## src/rtl/baud_pkg.sv

```systemverilog
package baud_pkg;
    localparam int BYTE_W = 8;

    typedef enum logic [1:0] {
        CNT_HOLD   = 2'd0,
        CNT_LOAD   = 2'd1,
        CNT_RELOAD = 2'd2,
        CNT_DEC    = 2'd3
    } cnt_op_e;
endpackage

```

## src/rtl/div_byte_reg.sv

```systemverilog
module div_byte_reg #(
    parameter int W = 8
) (
    input  logic         clk,
    input  logic         rst_n,
    input  logic         wr,
    input  logic [W-1:0] din,
    output logic [W-1:0] q,
    output logic [W-1:0] nxt
);
    typedef struct packed {
        logic [W-1:0] val;
    } st_t;

    st_t st_d, st_q;

    always_comb begin
        st_d = st_q;
        if (wr) st_d.val = din;
    end

    always_ff @(posedge clk or negedge rst_n) begin
        if (!rst_n) st_q <= '0;
        else        st_q <= st_d;
    end

    assign q   = st_q.val;
    assign nxt = st_d.val;
endmodule

```

## src/rtl/tick_counter.sv

```systemverilog
module tick_counter
    import baud_pkg::*;
#(
    parameter int W = 16
) (
    input  logic         clk,
    input  logic         rst_n,
    input  logic         load,
    input  logic [W-1:0] load_val,
    input  logic [W-1:0] div,
    output logic [W-1:0] cnt,
    output logic         tick
);
    localparam logic [W-1:0] ONE = W'(1);

    typedef struct packed {
        logic [W-1:0] cnt;
    } st_t;

    st_t     st_d, st_q;
    cnt_op_e op;

    always_comb begin
        if (load)                op = CNT_LOAD;
        else if (div == '0)      op = CNT_HOLD;
        else if (st_q.cnt <= ONE) op = CNT_RELOAD;
        else                     op = CNT_DEC;

        st_d = st_q;
        case (op)
            CNT_LOAD:   st_d.cnt = load_val;
            CNT_HOLD:   st_d.cnt = '0;
            CNT_RELOAD: st_d.cnt = div;
            default:    st_d.cnt = st_q.cnt - ONE;
        endcase
    end

    always_ff @(posedge clk or negedge rst_n) begin
        if (!rst_n) st_q <= '0;
        else        st_q <= st_d;
    end

    assign cnt  = st_q.cnt;
    assign tick = (div != '0) && (st_q.cnt == ONE);
endmodule

```

## src/rtl/baud_tick_gen.sv

```systemverilog
module baud_tick_gen
    import baud_pkg::*;
#(
    parameter int NUM_BYTES = 2,
    localparam int DIV_W = NUM_BYTES * BYTE_W
) (
    input  logic              clk,
    input  logic              rst_n,
    input  logic              wr_lo,
    input  logic              wr_hi,
    input  logic [BYTE_W-1:0] wr_data,
    output logic              tick
);
    logic [NUM_BYTES-1:0] wr_vec;
    logic [DIV_W-1:0]     div_q;
    logic [DIV_W-1:0]     div_d;
    logic [DIV_W-1:0]     cnt_q;
    logic                 wr_any;

    always_comb begin
        wr_vec            = '0;
        wr_vec[0]         = wr_lo;
        wr_vec[NUM_BYTES-1] = wr_vec[NUM_BYTES-1] | wr_hi;
    end

    assign wr_any = |wr_vec;

    for (genvar b = 0; b < NUM_BYTES; b++) begin : g_byte
        div_byte_reg #(.W(BYTE_W)) u_byte (
            .clk   (clk),
            .rst_n (rst_n),
            .wr    (wr_vec[b]),
            .din   (wr_data),
            .q     (div_q[b*BYTE_W +: BYTE_W]),
            .nxt   (div_d[b*BYTE_W +: BYTE_W])
        );
    end

    tick_counter #(.W(DIV_W)) u_cnt (
        .clk      (clk),
        .rst_n    (rst_n),
        .load     (wr_any),
        .load_val (div_d),
        .div      (div_q),
        .cnt      (cnt_q),
        .tick     (tick)
    );
endmodule

```

## config.mk

```make
export PLATFORM = sky130hd
export DESIGN_NAME = baud_tick_gen
export DESIGN_NICKNAME = d
export VERILOG_FILES = /design/src/rtl/baud_pkg.sv /design/src/rtl/div_byte_reg.sv /design/src/rtl/tick_counter.sv /design/src/rtl/baud_tick_gen.sv
export SDC_FILE = /design/constraint.sdc
export NUM_CORES = 1
export LEC_CHECK = 0
export ABC_AREA = 1
export BUFFER_PORTS_ARGS = -buffer_cell sky130_fd_sc_hd__buf_2
export CAP_MARGIN = 0
export CORE_MARGIN = 2
export CORE_UTILIZATION = 65
export CTS_CLUSTER_DIAMETER = 100
export DETAILED_ROUTE_END_ITERATION = 12
export HOLD_SLACK_MARGIN = 0.05
export PLACE_DENSITY = 0.85
export SETUP_SLACK_MARGIN = 0.05
export SYNTH_ARGS = -nofsm -noshare
export SYNTH_HDL_FRONTEND = slang
export SYNTH_SLANG_ARGS = --single-unit
```

## constraint.sdc

```tcl
create_clock -name clk -period 3.3 [get_ports clk]
set_clock_uncertainty 0.15 [all_clocks]
set_input_delay 0 -clock clk [delete_from_list [all_inputs] [get_ports clk]]
set_output_delay 0 -clock clk [all_outputs]
set_load 0.02 [all_outputs]
```

# Yosys cells after proc, flatten, opt, wreduce, memory -nomap -nowiden
# Index checks and enable logic that the tools add are counted.
# totals
reg_bits,32
output_inout_bits,1
# classes
order_cmp,1
n_eq_ne,3
muxes,6
add_sub_neg,1
reduce_logical,5
# op_table
operator,count
one-hot mux 16 bit (3 select lines),1
"equality test 16 x 1 -> 1 bit, second input constant",1
"less-or-equal comparator 16 x 1 -> 1 bit, second input constant",1
logical NOT 16 bit,1
2-to-1 mux 8 bit,2
nonzero test 16 bit,1
"subtractor 16 x 1 -> 16 bit, second input constant",1
2-to-1 mux 2 bit,2
"equality test 2 x 1 -> 1 bit, second input constant",1
"equality test 2 bit, second input constant",1
logical NOT 2 bit,1
OR reduction 2 bit,1
logical AND 1 bit,1
2-to-1 mux 1 bit,1

# Depth between registers and ports, before layout
# depth
word_depth,6
depth_mapped,10
ltp_nobuf,10

# Hierarchy
# A second synthesis with hierarchy kept.
# unflattened
hier_cells,267
area_unflattened_um2,1998.2
# modules_own_cells
module,instances,area_each_um2,cells_per_inst
tick_counter,1,1376.3,196
div_byte_reg,2,305.3,34
baud_tick_gen,1,11.3,3

# Worst setup path before layout
# Ideal clock, no wire load.
# synth_timing
path_kind,register to register
start,register u_cnt.st_q (netlist bit u_cnt.cnt[0])
end,register u_cnt.st_q (netlist bit u_cnt.cnt[7])
setup_slack_ns,1.606
synth_period_minus_slack_ns,1.694
t_required_ns,3.028
t_arrival_ns,1.422
path_stages_with_launch,11
path_cell_list,dfrtp_1 inv_1 ha_1 nand2_4 nor2_8 nand2_4 nand2_8 nor2_8 buf_12 nand3_2 nand3_2
# synth_lines
item,line_no,rtl
"start, declared",tick_counter.sv:20,"st_t st_d, st_q;"
"start signal, assigned",tick_counter.sv:40,else st_q <= st_d;

# Final worst setup path
# layout_timing
start,input wr_lo
end,register g_byte[0].u_byte.st_q (netlist bit g_byte[0].u_byte.q[1])
# layout_between
elab_chain_cells,1
# layout_rtl
item,line_no,rtl
"start, declared",baud_tick_gen.sv:9,"input logic wr_lo,"
2-to-1 mux 8 bit,div_byte_reg.sv:19,if (wr) st_d.val = din;
via div_d[1],baud_tick_gen.sv:16,logic [DIV_W-1:0] div_d;
"end signal, assigned",div_byte_reg.sv:24,else st_q <= st_d;
"end, declared",div_byte_reg.sv:15,"st_t st_d, st_q;"
# The timed path passes the listed nets, and every way through them passes these cells.

==> metrics.txt <==
I/O pins=13; Chip Width=59.7 um; Vias/cell=6.02; CP max stage cell=dlygate4sd3_1; most common cell after layout, fill and taps aside=nand2_1; pwr/cell area=434 mW/mm^2; Root Buffer=clkbuf_4; CP peak stage delay=0.62 ns; Max Cap Viol=0; setup TNS=0 ns; clk_lat worst skew=0.35 ns; DIE AREA=0.00357 sq mm; ANT cells=0; # rows=20; Overflow after GRT=0; core box area=0.00300 sq mm; Setup violations, final=0; Mapped Nets=248; vias in the first global route=1819; layout cells sized above 1=0.221; post-CTS resize count=0; dpl cells=274; Leak=1.17 nW; antenna violations before repair=0; post-synthesis sequential area ratio=0.397; Gate power share=0.243; Yosys cell types=26; fin crit share=0.662; Critical Path RT=3.43 ns; largest net degree at the start of global routing=33; DIE HEIGHT=59.7 um; cell mode on critical path=dlygate4sd3_1; final WL=5.28 mm; Max Slew Vio Count=0; CP Max Fanout=17; Worst slew margin=0.536; min-delay worst type=input pin to async pin; Synth area leader=dfrtp_1; Achievable Freq=458 MHz; Area Growth Syn to Fin=17.4%; async set-or-reset flop fraction in the synthesized netlist=1.00; worst slew pin tran=0.696 ns; clock share of power=0.291; critical path arrival=2.31 ns; Synth Flop Type=dfrtp_1; Tmin final=2.18 ns; P_sw=0.335 mW; #FFs+latches synth=32; H-Tree Depth=2; Min Hold Slack=0.104 ns; Sequential Power Share=0.466; Synth top area share=0.397; global-route wire length before repair=8.69 mm; clock sink count=32; YS warnings=0; RSZ-0062 raised after global routing=no; CTS tree=built; status=finished clean; CTS clk-pin slew, worst paths=0.11 ns; initial core utilization=0.673; Crit. End Element=flip-flop; HPWL after DPL=3.09 mm; Cell Chain, Critical Path=dlygate4sd3_1 -> buf_2 -> nand2_1 -> dlygate4sd3_1 -> o21ai_0 -> dlygate4sd3_1; TritonCTS buffer count=5; Antenna Nets Post-Route=0; Setup CP Type=input pin to flip-flop; DR WL/cell=17.4 um; DR vias=1830; Synth Cell Area=0.00202 sq mm; Synth Instances=234; Post-Route Utilization=0.790; nets=284; GRT Resource Usage Total=0.344; switch share=0.326; port bufs=12; total internal power=0.693 mW; detailed-router iteration count before antenna repair=4; Max VDD drop=0.385 mV; startpoint types=input pin; EDFF count, synth=0; commonest non-fill, non-tap cells in the layout=69 x nand2_1, 32 x dfrtp_1, 23 x nor2_1, 22 x dlygate4sd3_1; DRC viols=0; non-filler cells, final=304; largest cells by area after synthesis=dfrtp_1 40%, nand2_1 13%, nand3_2 6.9%; number of DRC markers in iteration 0=125; final hold viol count=0; GP Congestion=0.855; Max clock buf depth=2; Avg Synthesized Cell Area=8.63 sq um
==> synthesized netlist by cell type, types with 2 or more instances <==
master    instances
dfrtp_1          32
nor2_4            3
o21ai_0           9
mux2_2            8
nor2_2            2
nand4_1          10
nor2_8            5
buf_2             3
nand3_2          14
nand2_2           3
ha_1              2
xnor2_1           3
nand2_1          69
nand3_1          15
nand2_4           3
inv_1            15
nand3b_1          4
xor2_1            4
nor2_1           23
==> cells by family (layout without fill, tap and decap cells) <==
group	Yosys count	after routing	share of synthesized area
xor+xnor	7	7	0.0304
simple gates	154	154	0.438
fa+ha+maj	2	2	0.0124
buf+inv	22	59	0.0558
mux	8	8	0.0446
compound gates	9	9	0.0223
flops	32	32	0.397
==> layer usage <==
metal  track usage  share of wire  vias up
met1         0.411           0.39      886
met3        0.0779          0.072       23
met5             0              0        -
met4         0.210          0.042        0
li1              -              -      834
met2         0.561           0.50       87
==> power by group through the flow <==
stage               Combinational, mW  Clock (mW)  Sequential, mW
finish                          0.250       0.299           0.479
global route                    0.272       0.318           0.484
CTS                             0.235       0.288           0.476
detailed placement              0.209           0           0.484
global placement                0.206           0           0.482
floorplan                       0.164           0           0.473
==> repair_timing <==
action | in CTS | in global routing
buffers inserted | 0 | 0
endpoints found under the setup margin | 0 | 0
hold endpoints to repair | 64 | 0
hold buffers | 22 | 0
==> state kept, by name (all words and copies together) (netlist names) <==
register,cells
g_byte.u_byte.q,16
u_cnt.cnt,16
==> final cells by class <==
class | count | area [sq um]
Clock inverter | 2 | 35.0
Tap cell | 33 | 41.3
Sequential cell | 32 | 801
Clock buffer | 6 | 41.3
Fill cell | 176 | 632
Timing Repair Buffer | 34 | 280
Inverter | 17 | 66.3
Multi-Input combinational cell | 180 | 1110
==> through the flow <==
stage	setup WS (ns)	total power, mW	instance area [sq um]
detailed placement	1.38	0.693	2070
floorplan	1.61	0.637	2020
global route	1.07	1.07	2370
CTS	1.29	0.999	2370
finish	1.12	1.03	2370
global placement	1.48	0.688	2070
==> worst max-delay path: cells and delay by family <==
kind | cells | cell delay, ns
compound gates | 1 | 0.16
buf+inv | 4 | 2.08
simple gates | 1 | 0.08
==> worst paths after layout <==
check | startpoint | endpoint | slack (ns) | depth (start not counted)
max | wr_lo | g_byte[0].u_byte.q[1] | 1.12 | 6
min | rst_n | g_byte[0].u_byte.q[2] | 0.10 | 2
max in group asynchronous | rst_n | g_byte[0].u_byte.q[4] | 2.44 | 2
max reg2reg | u_cnt.cnt[0] | u_cnt.cnt[3] | 1.33 | 10
min in group clk | wr_data[6] | g_byte[1].u_byte.q[6] | 0.32 | 3
min reg2reg | g_byte[1].u_byte.q[7] | g_byte[1].u_byte.q[7] | 0.42 | 1
Note: power is estimated with default switching activity, not from simulation.
